$ cat src/rtl/sdspi_pkg.sv
// Package: shared state encoding and status flag bundle for the
// SPI-mode card command engine. Assumes nothing beyond IEEE 1800-2017.
package sdspi_pkg;

    // Sequencer phases of the command engine.
    typedef enum logic [1:0] {
        ST_IDLE  = 2'd0,
        ST_INIT  = 2'd1,
        ST_FRAME = 2'd2,
        ST_POLL  = 2'd3
    } sd_state_e;

    // Classified status of one R1 byte; at most one member is set.
    typedef struct packed {
        logic nocard;
        logic crc;
        logic general;
    } sd_flags_t;

    localparam logic [7:0] FILL_BYTE = 8'hFF;

endpackage

$ cat src/rtl/sdspi_crc7.sv
// Module: sdspi_crc7
// Running 7-bit checksum (x^7 + x^3 + 1, zero seed) over command bytes.
// Each update folds one byte in MSB first through an unrolled bit-serial
// loop. Assumes clear and upd are never both high in the same cycle.
module sdspi_crc7 (
    input  logic       clk,
    input  logic       rst_n,
    input  logic       clear,
    input  logic       upd,
    input  logic [7:0] din,
    output logic [6:0] crc
);
    logic [6:0] crc_next;

    // Fold eight data bits into the current remainder, MSB first.
    always_comb begin
        logic [6:0] c;
        logic       fb;
        c = crc;
        for (int i = 7; i >= 0; i--) begin
            fb = c[6] ^ din[i];
            c  = {c[5:0], 1'b0};
            if (fb) c = c ^ 7'h09;
        end
        crc_next = c;
    end

    // Hold, clear or advance the remainder register.
    always_ff @(posedge clk) begin
        if (!rst_n)     crc <= '0;
        else if (clear) crc <= '0;
        else if (upd)   crc <= crc_next;
    end


    crc_hold_chk: assert property (@(posedge clk) disable iff (!rst_n)
        (!clear && !upd) |=> $stable(crc));

endmodule

$ cat src/rtl/sdspi_frame_mux.sv
// Module: sdspi_frame_mux
// Selects the outgoing byte of a seven-byte command frame by position.
// Assumes position 0..6; any other position yields the filler byte.
module sdspi_frame_mux (
    input  logic [2:0]  pos,
    input  logic [5:0]  cmd_idx,
    input  logic [31:0] arg,
    input  logic [6:0]  crc,
    output logic [7:0]  frame_byte
);
    import sdspi_pkg::*;

    // Byte lane selection for the current frame position.
    always_comb begin
        case (pos)
            3'd0:    frame_byte = FILL_BYTE;
            3'd1:    frame_byte = {2'b01, cmd_idx};
            3'd2:    frame_byte = arg[31:24];
            3'd3:    frame_byte = arg[23:16];
            3'd4:    frame_byte = arg[15:8];
            3'd5:    frame_byte = arg[7:0];
            3'd6:    frame_byte = {crc, 1'b1};
            default: frame_byte = FILL_BYTE;
        endcase
    end

endmodule

$ cat src/rtl/sdspi_r1_classify.sv
// Module: sdspi_r1_classify
// Maps one status byte to mutually exclusive flags with priority
// no-card > checksum error > other error. Purely combinational.
module sdspi_r1_classify (
    input  logic [7:0]           r1,
    output sdspi_pkg::sd_flags_t flags
);
    logic all_ones;

    // Priority decode of the status byte.
    always_comb begin
        all_ones      = (r1 == 8'hFF);
        flags.nocard  = all_ones;
        flags.crc     = !all_ones && r1[3];
        flags.general = !all_ones && !r1[3] && (|r1[7:1]);
    end


    flag_excl_chk: assert final ($onehot0({flags.nocard, flags.crc, flags.general}));

endmodule

$ cat src/rtl/sdspi_cmd_engine.sv
// Module: sdspi_cmd_engine (top)
// Sequences a wake run or a command frame plus status poll over a byte
// request/ack link to an external SPI shifter. Assumes the shifter
// returns one single-cycle spi_ack per requested byte and samples spi_tx
// while spi_req is high.
module sdspi_cmd_engine #(
    parameter int INIT_BYTES = 18,
    parameter int POLL_LIMIT = 8
) (
    input  logic        clk,
    input  logic        rst_n,
    input  logic        cmd_start,
    input  logic [5:0]  cmd_index,
    input  logic [31:0] cmd_arg,
    input  logic        init_start,
    output logic        busy,
    output logic        done,
    output logic [7:0]  resp_r1,
    output logic        err_nocard,
    output logic        err_crc,
    output logic        err_general,
    output logic        spi_req,
    output logic [7:0]  spi_tx,
    input  logic        spi_ack,
    input  logic [7:0]  spi_rx,
    output logic        spi_cs_n,
    output logic        spi_slow
);
    import sdspi_pkg::*;

    localparam int FRAME_BYTES = 7;
    localparam int CNT_MAX     = INIT_BYTES + POLL_LIMIT + FRAME_BYTES;
    localparam int CNT_W       = $clog2(CNT_MAX + 1);
    localparam logic [CNT_W-1:0] INIT_LAST  = CNT_W'(INIT_BYTES - 1);
    localparam logic [CNT_W-1:0] FRAME_LAST = CNT_W'(FRAME_BYTES - 1);
    localparam logic [CNT_W-1:0] POLL_LAST  = CNT_W'(POLL_LIMIT - 1);
    localparam logic [CNT_W-1:0] POLL_CAP   = CNT_W'(POLL_LIMIT);

    sd_state_e        state;
    logic [CNT_W-1:0] cnt;
    logic [5:0]       idx_q;
    logic [31:0]      arg_q;
    logic [6:0]       crc_val;
    logic [7:0]       frame_byte;
    logic             crc_clear;
    logic             crc_upd;
    logic             take_resp;
    sd_flags_t        rx_flags;
    sd_flags_t        flags_q;

    // Checksum accumulator over frame bytes 1..5.
    sdspi_crc7 u_crc (
        .clk   (clk),
        .rst_n (rst_n),
        .clear (crc_clear),
        .upd   (crc_upd),
        .din   (frame_byte),
        .crc   (crc_val)
    );

    // Frame byte selection by position.
    sdspi_frame_mux u_mux (
        .pos        (cnt[2:0]),
        .cmd_idx    (idx_q),
        .arg        (arg_q),
        .crc        (crc_val),
        .frame_byte (frame_byte)
    );

    // Status classification of the incoming byte.
    sdspi_r1_classify u_cls (
        .r1    (spi_rx),
        .flags (rx_flags)
    );

    // Checksum control: clear on command accept, fold bytes 1..5 on ack.
    always_comb begin
        crc_clear = (state == ST_IDLE) && cmd_start && !init_start;
        crc_upd   = (state == ST_FRAME) && spi_ack &&
                    (cnt >= CNT_W'(1)) && (cnt <= CNT_W'(5));
    end

    // Poll acceptance: never the first poll byte, else first with bit7 clear, or the last.
    always_comb begin
        take_resp = ((cnt != '0) && !spi_rx[7]) || (cnt == POLL_LAST);
    end

    // Link-side outputs derived from the current phase.
    always_comb begin
        busy     = (state != ST_IDLE);
        spi_req  = (state != ST_IDLE);
        spi_cs_n = !((state == ST_FRAME) || (state == ST_POLL));
        spi_slow = (state == ST_INIT);
        spi_tx   = (state == ST_FRAME) ? frame_byte : FILL_BYTE;
    end

    // Main sequencer: phase, byte counter, latched command and result.
    always_ff @(posedge clk) begin
        if (!rst_n) begin
            state   <= ST_IDLE;
            cnt     <= '0;
            idx_q   <= '0;
            arg_q   <= '0;
            done    <= 1'b0;
            resp_r1 <= FILL_BYTE;
            flags_q <= '0;
        end else begin
            done <= 1'b0;
            case (state)
                ST_IDLE: begin
                    if (init_start) begin
                        state <= ST_INIT;
                        cnt   <= '0;
                    end else if (cmd_start) begin
                        state <= ST_FRAME;
                        cnt   <= '0;
                        idx_q <= cmd_index;
                        arg_q <= cmd_arg;
                    end
                end
                ST_INIT: begin
                    if (spi_ack) begin
                        if (cnt == INIT_LAST) begin
                            state <= ST_IDLE;
                            done  <= 1'b1;
                        end else begin
                            cnt <= cnt + 1'b1;
                        end
                    end
                end
                ST_FRAME: begin
                    if (spi_ack) begin
                        if (cnt == FRAME_LAST) begin
                            state <= ST_POLL;
                            cnt   <= '0;
                        end else begin
                            cnt <= cnt + 1'b1;
                        end
                    end
                end
                ST_POLL: begin
                    if (spi_ack) begin
                        if (take_resp) begin
                            state   <= ST_IDLE;
                            done    <= 1'b1;
                            resp_r1 <= spi_rx;
                            flags_q <= rx_flags;
                        end else begin
                            cnt <= cnt + 1'b1;
                        end
                    end
                end
                default: state <= ST_IDLE;
            endcase
        end
    end

    assign err_nocard  = flags_q.nocard;
    assign err_crc     = flags_q.crc;
    assign err_general = flags_q.general;


    req_hold_chk: assert property (@(posedge clk) disable iff (!rst_n)
        (spi_req && !spi_ack) |=> (spi_req && $stable(spi_tx)));


    done_pulse_chk: assert property (@(posedge clk) disable iff (!rst_n)
        done |=> !done);


    done_release_chk: assert property (@(posedge clk) disable iff (!rst_n)
        done |-> (spi_cs_n && !spi_req));


    first_poll_chk: assert property (@(posedge clk) disable iff (!rst_n)
        (state == ST_POLL && cnt == '0 && spi_ack) |=> !done);


    poll_bound_chk: assert property (@(posedge clk) disable iff (!rst_n)
        (state == ST_POLL) |-> (cnt < POLL_CAP));


    nocard_val_chk: assert property (@(posedge clk) disable iff (!rst_n)
        err_nocard |-> (resp_r1 == 8'hFF));


    busy_ignore_chk: assert property (@(posedge clk) disable iff (!rst_n)
        (busy && cmd_start) |=> ($stable(idx_q) && $stable(arg_q)));

endmodule

$ cat config.mk
export PLATFORM = sky130hd
export DESIGN_NAME = sdspi_cmd_engine
export DESIGN_NICKNAME = d
export VERILOG_FILES = /design/src/rtl/sdspi_pkg.sv /design/src/rtl/sdspi_crc7.sv /design/src/rtl/sdspi_frame_mux.sv /design/src/rtl/sdspi_r1_classify.sv /design/src/rtl/sdspi_cmd_engine.sv
export SDC_FILE = /design/constraint.sdc
export NUM_CORES = 1
export LEC_CHECK = 0
export BUFFER_PORTS_ARGS = -buffer_cell sky130_fd_sc_hd__buf_4
export CAP_MARGIN = 20
export CORE_UTILIZATION = 49
export CTS_CLUSTER_DIAMETER = 150
export CTS_CLUSTER_SIZE = 14
export DETAILED_ROUTE_END_ITERATION = 10
export GPL_TIMING_DRIVEN = 0
export PLACE_DENSITY = 0.87
export SYNTH_ARGS = -nofsm -noshare
export SYNTH_HDL_FRONTEND = slang
export SYNTH_HIERARCHICAL = 1
export SYNTH_SLANG_ARGS = --single-unit
$ cat constraint.sdc
create_clock -name clk -period 2.1 [get_ports clk]
set_input_delay 0.105 -clock clk [delete_from_list [all_inputs] [get_ports clk]]
set_output_delay 0.105 -clock clk [all_outputs]
set_load 0.02 [all_outputs]
Word-level counts from Yosys, hierarchy flattened
Cells that the tools add are included.
- bits of input ports: 51
- output and inout port bits: 24
- logic and storage cells: 111
- register bits after elaboration: 65
- reductions and logical operators: 25
- multiplexer cells: 33
- $add $sub $neg: 1
- eq/ne operators: 22
- magnitude comparators: 2
- bitwise gates (word level): 18
- operators with widths (kind ; count):
    $mux W6 ; 8
    $pmux W8 S6 ; 1
    $mux W4 ; 8
    $pmux W6 S4 ; 1
    $mux W2 ; 8
    $not A2 Y2 ; 8
    $eq A6 B3 Y1 const B ; 2
    $ne A2 B2 Y1 const B ; 6
    $eq A3 B3 Y1 const B ; 3
    $logic_and A1 B1 Y1 ; 9
    $eq A8 B8 Y1 const B ; 1
    $mux W8 ; 1
    $pmux W2 S4 ; 1
    $xor A1 B1 Y1 ; 8
    $reduce_and A7 Y1 ; 1
    $reduce_or A7 Y1 ; 1
    $add A6 B1 Y6 const B ; 1
    $eq A3 B2 Y1 const B ; 2
    $eq A6 B5 Y1 const B ; 1
    $ge A6 B1 Y1 const B ; 1
    $le A6 B3 Y1 const B ; 1
    $reduce_and A3 Y1 ; 2
    $reduce_and A6 Y1 ; 1
    $reduce_bool A6 Y1 ; 1
    13 further kinds ; 24

Depth between registers and ports, before layout
Gate-level depths: netlist (run 1).
- depth after elaboration: 18
- depth in mapped cells: 9

By module
Netlist (run 1), hierarchy kept.
- by module, submodules not included (module ; area an instance (µm²) ; times used ; cells an instance ; seq. area each (µm²)):
    sdspi_cmd_engine ; 2421.1 ; 1 ; 296 ; 1161.1
    sdspi_frame_mux ; 457.9 ; 1 ; 63 ; 0.0
    sdspi_crc7 ; 416.6 ; 1 ; 41 ; 140.1
    sdspi_r1_classify ; 50.0 ; 1 ; 9 ; 0.0

Worst setup path before layout (run 1)
No wires, ideal clock.
- path type: register to register
- start: register cnt[0]
- end: register u_crc.crc[6]
- period minus slack after synthesis: 2063 ps
- cell stages (with the launch flop): 9
- data arrival time: 2004 ps
- path slack: 37 ps
- setup time: 59 ps
- path buffers: 2
- path through: dfxtp_1 buf_6 buf_12 a21oi_2 o32ai_2 xnor2_2 xnor3_1 a211oi_1 a31o_1
- word-level cells in the longest chain between the ends: 8
- ends and longest elaborated chain (item ; line ; source):
    start, declared ; sdspi_cmd_engine.sv:40 ; logic [CNT_W-1:0] cnt;
    start signal, assigned ; sdspi_cmd_engine.sv:127 ; cnt <= cnt + 1'b1;
    start signal, assigned ; sdspi_cmd_engine.sv:137 ; cnt <= cnt + 1'b1;
    start signal, assigned ; sdspi_cmd_engine.sv:149 ; cnt <= cnt + 1'b1;
    $eq A3 B3 Y1 (tied with other cells) ; sdspi_frame_mux.sv:15 ; case (pos)
    $pmux W8 S6 * ; sdspi_frame_mux.sv:15 ;
    net frame_byte[6] ; sdspi_cmd_engine.sv:44 ; logic [7:0] frame_byte;
    $xor A1 B1 Y1 * ; sdspi_crc7.sv:21 ; fb = c[6] ^ din[i];
    $mux W4 * (3 in series) ; sdspi_crc7.sv:23 ; if (fb) c = c ^ 7'h09;
    $not A2 Y2 (no source line) ; - ;
    $mux W4 * ; sdspi_crc7.sv:23 ;
    end signal, assigned ; sdspi_crc7.sv:32 ; else if (upd) crc <= crc_next;
    end, declared ; sdspi_crc7.sv:11 ; output logic [6:0] crc
The timed path passes the listed nets; every way through them passes the cells marked *.
A chain may end at the register's enable or synchronous reset.

Worst setup path after layout (run 1)
- start: register cnt[1]
- end: output port spi_tx[3]
- word-level cells in the longest chain between the ends: 3
- ends and longest elaborated chain (item ; line ; source):
    $eq A3 B3 Y1 (tied with other cells) ; sdspi_frame_mux.sv:15 ;
    $pmux W8 S6 * ; sdspi_frame_mux.sv:15 ;
    net frame_byte[3] ; sdspi_cmd_engine.sv:44 ;
    $mux W8 * ; sdspi_cmd_engine.sv:94 ; spi_tx = (state == ST_FRAME) ? frame_byte : FILL_BYTE;
    end, declared ; sdspi_cmd_engine.sv:23 ; output logic [7:0] spi_tx,
Marks and branches as above.

==> results of run 1 <==
-- final cells by class --
type	instances	area, um2	share of cell area, %
Multi-Input combinational cell	304	1960	43.7
Sequential cell	65	1310	29.2
Timing Repair Buffer	87	669	14.9
Buffer	27	198	4.41
Clock buffer	10	138	3.07
Tap cell	77	96.3	2.15
Clock inverter	6	67.6	1.51
Inverter	12	47.5	1.06
-- state kept, by name, summed over array words and instances (netlist names) --
| name | flops |
|---|---|
| err_general | 1 |
| u_crc/crc | 7 |
| arg_q | 32 |
| idx_q | 6 |
| resp_r1 | 8 |
| cnt | 6 |
| done | 1 |
| state | 2 |
| err_nocard | 1 |
| err_crc | 1 |
-- path summary, 6_finish.rpt --
path                            startpoint           end  slack [ps]  depth (start not counted)
worst min register to register   arg_q[25]     arg_q[25]         460                          2
worst min-delay path             spi_rx[3]    resp_r1[3]           3                          3
worst max-delay path                cnt[1]     spi_tx[3]        -130                          7
worst max register to register      cnt[1]  u_crc/crc[6]         -80                          9
-- cell families (layout without fill, tap and decap cells) --
family / Yosys count / after routing / synth area share, %
compound gates: 101 / 101 / 19.7
xor+xnor: 16 / 16 / 5.24
simple gates: 162 / 162 / 21.5
flops: 65 / 65 / 38.9
mux: 21 / 21 / 6.36
buf+inv: 40 / 142 / 6.81
fa+ha+maj: 4 / 4 / 1.50
-- power groups by stage --
stage               combinational, W  sequential, W  clock [W]
global route                0.000704        0.00131    0.00116
global placement            0.000533        0.00134          0
detailed placement          0.000545        0.00134          0
floorplan                   0.000373        0.00133          0
CTS                         0.000588        0.00131    0.00108
finish                      0.000654        0.00131    0.00109
-- synthesized netlist by cell type, drive strengths merged (5+ instances only) --
master and instances:
xnor2 12, nand2 93, nand3 5, o21ai 16, clkbuf 10, a211oi 7
a21oi 44, mux2i 19, dfxtp 65, nand2b 8, buf 18, o211ai 6
inv 11, nor2 25, or3 11
-- critical path, stage by stage (launching register included) --
cell	delay, ps
dfxtp_4	380
buf_6	140
buf_8	120
mux2i_1	230
o22a_1	260
o311ai_4	150
or3_1	350
buf_6	140
-- routing by layer --
metal	part of all wire, %	up-vias	track usage, %	routed length (um)
met5	0	-	0	0
met4	3.1	0	13.6	301
met3	6.4	32	5.11	628
met2	50	167	44.8	4940
met1	40	1594	32.7	4000
li1	-	1614	-	-
-- through the flow --
step	cell area (um2)	util [%]	TNS, ps	hold WS (ps)
after floorplan	3350	-	0	230
after global placement	4000	61.9	-882	328
after detailed placement	4000	61.9	-1460	334
after CTS	4350	67.4	-6.12	1.41
after global routing	4490	69.5	-662	9.65
final	4490	69.5	-404	3.14
-- what timing repair did --
item / CTS / global route
endpoints found under the hold margin: 5 / 0
setup endpoints to repair: 24 / 26
hold buffers: 5 / 0
resized for setup: 17 / 23
setup buffers: 4 / 4
pin swaps: 2 / 6
==> PnR_summary.wiki, run 1 <==
{| class="wikitable"
! Metric !! Value
|-
| Total placed cells including tap cells || 560
|-
| Total number of nets in the final design || 561
|-
| Total power of the final layout || 0.00306 W
|-
| Total clock buffers created by CTS || 9
|-
| Crit path capture type || output port
|-
| Clock tree root buffer cell || clkbuf_8
|-
| Leading cell types in the layout, fill and taps excluded || nand2_1 (93), buf_4 (84), dfxtp_1 (62)
|-
| Drt first pass iters || 7
|-
| Ratio of cells with drive above 1 in the final layout || 29.7%
|-
| Count of cell types in the netlist || 59
|-
| Switching part of the total || 28.9%
|-
| Clock tree from TritonCTS || yes
|-
| Core Footprint || 0.00646 mm2
|-
| Net switching component of the power || 0.000883 W
|-
| Final hold violation count || 0
|-
| Relative max-transition margin || 68.2%
|-
| Std cell rows || 29
|-
| DR WL/cell || 16.8 um
|-
| Cell Area, Synth || 0.00335 mm2
|-
| Commonest register cell after synthesis || dfxtp_1
|-
| Violated checks || setup timing
|-
| Maximum number of pins on one net before global-route repair || 13
|-
| Max clock buf depth || 2
|-
| Die Area || 0.00716 mm2
|-
| Vias in the first global route || 3267
|-
| Part of the power in registers || 42.9%
|-
| Average footprint of a synthesized cell || 8.18 um2
|-
| Antenna cells || 0
|-
| Total nets after synthesis || 464
|-
| Post-placement worst setup slack || -285 ps
|-
| Worst-skew pair later-pin latency || 340 ps
|-
| Fraction of post-synthesis cell area in the top cell type by area || 38.9%
|-
| Global placement routability congestion || 0.865
|-
| PortBufs || 74
|-
| Required @ worst endpoint || 2000 ps
|-
| Power Density || 681 mW/mm2
|-
| Max VDD drop || 0.466 mV
|-
| Ys Warns || 6
|-
| Routed WL || 9.87 mm
|-
| Drt drc || 0
|-
| Share of total power in combinational logic || 21.4%
|-
| Final global-route overflow total || 0
|-
| Number of enable flip-flop cells after synthesis || 0
|-
| Critical-path maximum fanout || 7
|-
| Fraction of the yosys area taken by sequential cells || 38.9%
|-
| Async set-or-reset flop fraction in the synthesized netlist || 0%
|-
| Count of placed standard cells in the final layout, fillers left out || 588
|-
| Y dimension of the die || 84.6 um
|-
| Total Routing Usage GR || 26.7%
|-
| Upper clock frequency limit || 0.449 GHz
|-
| Effective utilization at floorplan || 51.8%
|-
| Number of instances in the synthesized netlist || 409
|-
| Routed Antenna Nets || 0
|-
| Clock sink count || 65
|-
| Antenna violations before repair || 0
|-
| Result of the run || finished with violations
|-
| Die width || 84.6 um
|-
| Max Slew Vio Count || 0
|-
| Number of max-capacitance violations reported || 0
|-
| Most frequent standard cell in the layout excluding fill and tap cells || nand2_1
|-
| Area contributors post-synth || dfxtp_1 (39%), nand2_1 (10%), a21oi_1 (6.4%), mux2i_1 (5.7%), xnor2_1 (2.9%)
|-
| Number of levels in the clock H-tree || 3
|-
| Internal Pwr Total || 0.00217 W
|-
| Slew at the pin closest to its max-slew limit || 474 ps
|-
| Startpoint Class || flop
|-
| Final setup violation count || 4
|-
| Post-layout min period || 2230 ps
|-
| Layout-stage area growth over the synthesis result || 34.1%
|-
| Total number of vias || 3407
|-
| Number of inserted filler cells in the final layout || 463
|-
| Static leakage || 1.80 nW
|-
| Number of violations reported at the end of detailed-routing iteration 0 || 359
|-
| Worst Hold Class || in2reg
|-
| Data arrival time of the critical path || 2120 ps
|-
| Number of storage elements in the synthesis netlist || 65
|-
| Global-route wire length before repair || 15.2 mm
|-
| Clock Power Share || 35.7%
|-
| Clk pin slew, worst setup/hold paths || 80 ps
|-
| DPL Wire Length || 6.27 mm
|-
| Worst Setup Path Type || reg2out
|-
| I/O pin total || 75
|-
| Area leader, netlist || dfxtp_1
|-
| RSZ-0062 raised after global routing || yes
|-
| Vias per std cell || 5.79
|-
| Setup clock skew after layout || 7.45 ps
|-
| Share of the clock period used by the worst path after layout || 106%
|-
| PnR worst setup slack || -129 ps
|}
No activity file was read; power rests on OpenSTA's default activity.
==> run 2: changes to the inputs <==
- CELL_PAD_IN_SITES_DETAIL_PLACEMENT: not set -> 0
- CELL_PAD_IN_SITES_GLOBAL_PLACEMENT: not set -> 2
- CORE_UTILIZATION: 49 -> 28
- PLACE_DENSITY: 0.87 -> 0.86
==> PnR_summary.wiki, run 2 (synthesized netlist as in run 1, its figures left out) <==
{| class="wikitable"
! Metric !! Value
|-
| Total number of nets in the final design || 558
|-
| Routed Antenna Nets || 0
|-
| Core Footprint || 0.0115 mm2
|-
| PnR worst setup slack || -13.5 ps
|-
| Number of violations reported at the end of detailed-routing iteration 0 || 136
|-
| Clock sink count || 65
|-
| Required @ worst endpoint || 2000 ps
|-
| Most frequent standard cell in the layout excluding fill and tap cells || nand2_1
|-
| Crit path cell chain || buf_8 -> mux2i_2 -> o22a_1 -> o311ai_4 -> or3_4 -> buf_6
|-
| Data arrival time of the critical path || 2010 ps
|-
| Clk pin slew, worst setup/hold paths || 60 ps
|-
| Clock tree root buffer cell || clkbuf_16
|-
| Biggest cell delay along the critical path || 410 ps
|-
| Critical path origin || cnt[0]
|-
| Final hold violation count || 0
|-
| Drt first pass iters || 7
|-
| Std cell rows || 39
|-
| Violated checks || DRC, setup timing
|-
| WHS Path Cells || 3
|-
| Final global-route overflow total || 0
|-
| Drt drc || 4
|-
| Max Slew Vio Count || 0
|-
| Max clock buf depth || 2
|-
| Final hold slack || 14.5 ps
|-
| Clock tree from TritonCTS || yes
|-
| Power Density || 739 mW/mm2
|-
| Number of inserted filler cells in the final layout || 1188
|-
| Number of buffer and inverter stages on the critical path || 2
|-
| Antenna cells || 0
|-
| Number of cells on the worst reg-to-reg path || 8
|-
| Result of the run || finished with violations
|-
| Family with the most delay on the worst path || flip-flops
|-
| RSZ-0062 raised after global routing || yes
|-
| Layout-stage area growth over the synthesis result || 38.7%
|-
| Setup clock skew after layout || 6.23 ps
|-
| Total clock buffers created by CTS || 9
|-
| Critical-path maximum fanout || 8
|-
| Crit path capture type || output port
|-
| Reg-to-reg critical path endpoint || u_crc/crc[6]
|-
| Biggest regs || arg_q: 32 flops, resp_r1: 8 flops, u_crc/crc: 7 flops
|-
| PortBufs || 74
|-
| Setup slack of the most critical reg-to-reg path || 80 ps
|-
| Max reg flops || 32
|-
| Post-placement worst setup slack || -323 ps
|-
| Slew at the pin closest to its max-slew limit || 667 ps
|-
| Y dimension of the die || 111 um
|-
| Source of the worst hold timing path || spi_rx[6]
|-
| Global-route wire length before repair || 15.6 mm
|-
| Worst Hold Class || in2reg
|-
| Maximum number of pins on one net before global-route repair || 12
|-
| Post-layout min period || 2110 ps
|-
| Routed WL || 9.52 mm
|-
| Upper clock frequency limit || 0.473 GHz
|-
| DR WL/cell || 14.6 um
|-
| Worst Hold Path EP || resp_r1[6]
|-
| Antenna violations before repair || 0
|-
| Total Routing Usage GR || 15.9%
|-
| Final setup violation count || 1
|-
| Leading cell types in the layout, fill and taps excluded || nand2_1 (93), buf_4 (85), dfxtp_1 (62)
|-
| I/O pin total || 75
|-
| Number of levels in the clock H-tree || 3
|-
| Register containing the most flip-flops in the final layout || arg_q
|-
| Total number of vias || 3138
|-
| Startpoint Class || flop
|-
| Die Area || 0.0124 mm2
|-
| Relative max-transition margin || 55.1%
|-
| DPL Wire Length || 7.04 mm
|-
| Number of max-capacitance violations reported || 0
|-
| Reg2Reg Launch Point || state[0]
|-
| Ratio of cells with drive above 1 in the final layout || 30.7%
|-
| Vias in the first global route || 3048
|-
| Effective utilization at floorplan || 29.1%
|-
| Worst-skew pair later-pin latency || 320 ps
|-
| Max VDD drop || 0.335 mV
|-
| Vias per std cell || 4.82
|-
| Share of the clock period used by the worst path after layout || 101%
|-
| Slowest cell on crit path || dfxtp_4
|-
| Die width || 111 um
|-
| Global placement routability congestion || 0.806
|-
| Worst Setup Path Type || reg2out
|-
| Static leakage || 1.83 nW
|}
-- run 2: where the power goes --
part	internal [W]	switching, W
clock network	0.000946	0.000534
logic	0.000315	0.000320
registers	0.00128	0.0000383
-- run 2: worst max path at each step --
stage                         to  slack, ps  cells after the start
detailed placement  u_crc/crc[6]       -320                      8
floorplan           u_crc/crc[6]         40                      8
global placement    u_crc/crc[6]       -340                      8
global route           spi_tx[1]        -70                      6
CTS                    spi_tx[3]        -50                      6
finish                 spi_tx[1]        -10                      6
-- run 2: cell type report --
type,count,area [um2],share of cell area [%]
inverter,12,47.5,1.02
multi-input combinational,304,1970,42.5
clock buffer,11,243,5.23
timing repair buffer,85,648,14.0
buffer,26,186,4.02
sequential,65,1310,28.2
tap,143,179,3.86
clock inverter,5,55.1,1.19
-- run 2: timing repair --
| action | 4_1_cts | 5_1_grt |
|---|---|---|
| hold endpoints to repair | 1 | 0 |
| buffers inserted | 9 | 1 |
| pin swaps | 4 | 4 |
| endpoints found under the setup margin | 26 | 22 |
| resized for setup | 23 | 18 |
| hold buffers | 1 | 0 |
-- run 2: worst register-to-register path, stage by stage (launching register included) --
cell and delay (ps):
dfxtp_1 300, buf_6 130, or2_4 280, or3_4 360, inv_2 80, buf_2 220
nand2b_2 270, nor2_1 60, a31o_1 210
-- run 2: per-stage QoR --
| step | utilization, % | cell area (um2) | instances | total power (W) | TNS (ps) |
|---|---|---|---|---|---|
| after global routing | 40.3 | 4640 | 651 | 0.00358 | -119 |
| after CTS | 39.5 | 4550 | 651 | 0.00343 | -74.5 |
| after global placement | 35.4 | 4080 | 626 | 0.00189 | -2030 |
| after detailed placement | 35.4 | 4080 | 626 | 0.00190 | -2340 |
| after floorplan | - | 3350 | 409 | 0.00170 | 0 |
| final | 40.3 | 4640 | 651 | 0.00343 | -13.5 |
-- run 2: per-layer routing --
| layer | wire [um] | GRT usage [%] | vias up |
|---|---|---|---|
| li1 | - | - | 1613 |
| met1 | 4570 | 21.5 | 1428 |
| met2 | 4260 | 25.0 | 85 |
| met3 | 499 | 3.34 | 12 |
| met4 | 181 | 5.95 | 0 |
| met5 | 0 | 0 | - |
==> run 3: changes to the inputs <==
==> constraint.sdc (replaced) <==
create_clock -name clk -period 2.1 [get_ports clk]
set_input_delay 0.105 -clock clk [delete_from_list [all_inputs] [get_ports clk]]
set_output_delay 0.105 -clock clk [all_outputs]
set_load 0.01 [all_outputs]
==> PnR_summary.wiki, run 3 (synthesized netlist as in run 1, its figures left out) <==
{| class="wikitable"
! Metric !! Value
|-
| Final standard cell utilization of the core || 40.6%
|-
| Die Area || 0.0124 mm2
|-
| Max reg flops || 32
|-
| Routed WL || 9.68 mm
|-
| Reg-to-reg critical path endpoint || u_crc/crc[6]
|-
| Global placement routability congestion || 0.806
|-
| Clock sink count || 65
|-
| Static leakage || 1.85 nW
|-
| Clock tree root buffer cell || clkbuf_16
|-
| Result of the run || finished with violations
|-
| Setup clock skew after layout || 6.41 ps
|-
| Most frequent standard cell in the layout excluding fill and tap cells || nand2_1
|-
| Layout-stage area growth over the synthesis result || 39.8%
|-
| Total number of nets in the final design || 561
|-
| Post-placement worst setup slack || -323 ps
|-
| PnR worst setup slack || -47.9 ps
|-
| Data arrival time of the critical path || 2040 ps
|-
| Total power of the final layout || 0.00343 W
|-
| Routed Antenna Nets || 0
|-
| Final global-route overflow total || 0
|-
| Total Routing Usage GR || 15.9%
|-
| Leading cell types in the layout, fill and taps excluded || nand2_1 (93), buf_4 (88), dfxtp_1 (62)
|-
| Total number of vias || 3131
|-
| Worst-skew pair later-pin latency || 330 ps
|-
| Antenna violations before repair || 0
|-
| Drt first pass iters || 7
|-
| Required @ worst endpoint || 2000 ps
|-
| Setup slack of the most critical reg-to-reg path || 50 ps
|-
| Violated checks || DRC, setup timing
|-
| Number of inserted filler cells in the final layout || 1183
|-
| Reg2Reg Launch Point || cnt[0]
|-
| Clock tree from TritonCTS || yes
|-
| Final setup violation count || 1
|-
| Max VDD drop || 0.323 mV
|-
| Slew at the pin closest to its max-slew limit || 707 ps
|-
| Ratio of cells with drive above 1 in the final layout || 31.9%
|-
| I/O pin total || 75
|-
| Worst Setup Path Type || reg2out
|-
| Register containing the most flip-flops in the final layout || arg_q
|-
| Effective utilization at floorplan || 29.1%
|-
| Core Footprint || 0.0115 mm2
|-
| Worst Hold Class || in2reg
|-
| RSZ-0062 raised after global routing || yes
|-
| Clk pin slew, worst setup/hold paths || 60 ps
|-
| Antenna cells || 0
|-
| Die width || 111 um
|-
| Share of the clock period used by the worst path after layout || 102%
|-
| Relative max-transition margin || 52.4%
|-
| Number of max-capacitance violations reported || 0
|-
| Critical path origin || cnt[0]
|-
| Max Slew Vio Count || 0
|-
| Y dimension of the die || 111 um
|-
| Number of levels in the clock H-tree || 3
|-
| Drt drc || 4
|-
| Vias in the first global route || 3046
|-
| Startpoint Class || flop
|-
| Upper clock frequency limit || 0.466 GHz
|-
| Std cell rows || 39
|-
| Total clock buffers created by CTS || 9
|-
| Max clock buf depth || 2
|-
| PortBufs || 74
|-
| Critical-path maximum fanout || 8
|-
| Post-layout min period || 2150 ps
|-
| DPL Wire Length || 7.04 mm
|-
| Final hold violation count || 0
|-
| Crit path capture type || output port
|-
| Maximum number of pins on one net before global-route repair || 12
|-
| Global-route wire length before repair || 15.6 mm
|-
| Biggest regs || arg_q: 32 flops, resp_r1: 8 flops, u_crc/crc: 7 flops
|-
| Vias per std cell || 4.79
|-
| Number of violations reported at the end of detailed-routing iteration 0 || 180
|-
| Capturing element of the worst setup path || spi_tx[3]
|-
| DR WL/cell || 14.8 um
|-
| Number of cells on the worst reg-to-reg path || 8
|-
| Power Density || 734 mW/mm2
|}
-- run 3: power breakdown --
group          total (W)  switching (W)  internal (W)
logic           0.000633       0.000315      0.000318
registers        0.00131      0.0000394       0.00128
clock network    0.00148       0.000537      0.000946
-- run 3: cell type report --
type                            instances  area [um2]  share of cell area [%]
Inverter                               12        52.6                    1.12
Multi-Input combinational cell        304        1980                    42.3
Timing Repair Buffer                   88         671                    14.3
Tap cell                              143         179                    3.83
Clock buffer                           11         243                    5.19
Buffer                                 26         186                    3.99
Sequential cell                        65        1310                    28.1
Clock inverter                          5        55.1                    1.18
-- run 3: what timing repair did --
action / CTS / global route
hold endpoints to repair: 1 / 0
gates resized for setup: 22 / 25
pin swaps: 4 / 6
buffers inserted: 9 / 4
cloned: 0 / 0
endpoints found under the setup margin: 26 / 22
hold buffers: 1 / 0
-- run 3: through the flow --
| step | setup TNS, ps | hold slack (ps) | area [um2] | cells |
|---|---|---|---|---|
| after floorplan | 0 | 230 | 3350 | 409 |
| after global placement | -2030 | 330 | 4080 | 626 |
| after detailed placement | -2340 | 340 | 4080 | 626 |
| after CTS | -34.6 | 1.72 | 4540 | 651 |
| after global routing | -145 | 3.80 | 4680 | 654 |
| final | -47.9 | 13.5 | 4680 | 654 |
-- run 3: how the worst min path moves through the flow --
| stage | end | start | slack (ps) | depth (start not counted) |
|---|---|---|---|---|
| 2_1_floorplan | resp_r1[0] | spi_rx[0] | 230 | 2 |
| 3_3_place_gp | resp_r1[0] | spi_rx[0] | 330 | 3 |
| 3_5_place_dp | resp_r1[0] | spi_rx[0] | 340 | 3 |
| 4_1_cts | resp_r1[1] | spi_rx[1] | 2 | 3 |
| 5_1_grt | resp_r1[6] | spi_rx[6] | 4 | 3 |
| 6_report | resp_r1[6] | spi_rx[6] | 10 | 3 |
-- run 3: worst max-delay path, cell delays in order, from the launching register on --
cell and delay [ps]:
dfxtp_4 410, buf_8 150, mux2i_2 240, o22a_1 250, o311ai_4 140, or3_4 390, buf_6 130
-- run 3: metal layers --
metal  routed length, um  vias to the layer above  track usage, %
li1                    -                     1614               -
met1                4720                     1442            21.5
met3                 435                       10            3.34
met5                   0                        -               0
met2                4360                       65            25.0
met4                 159                        0            5.95
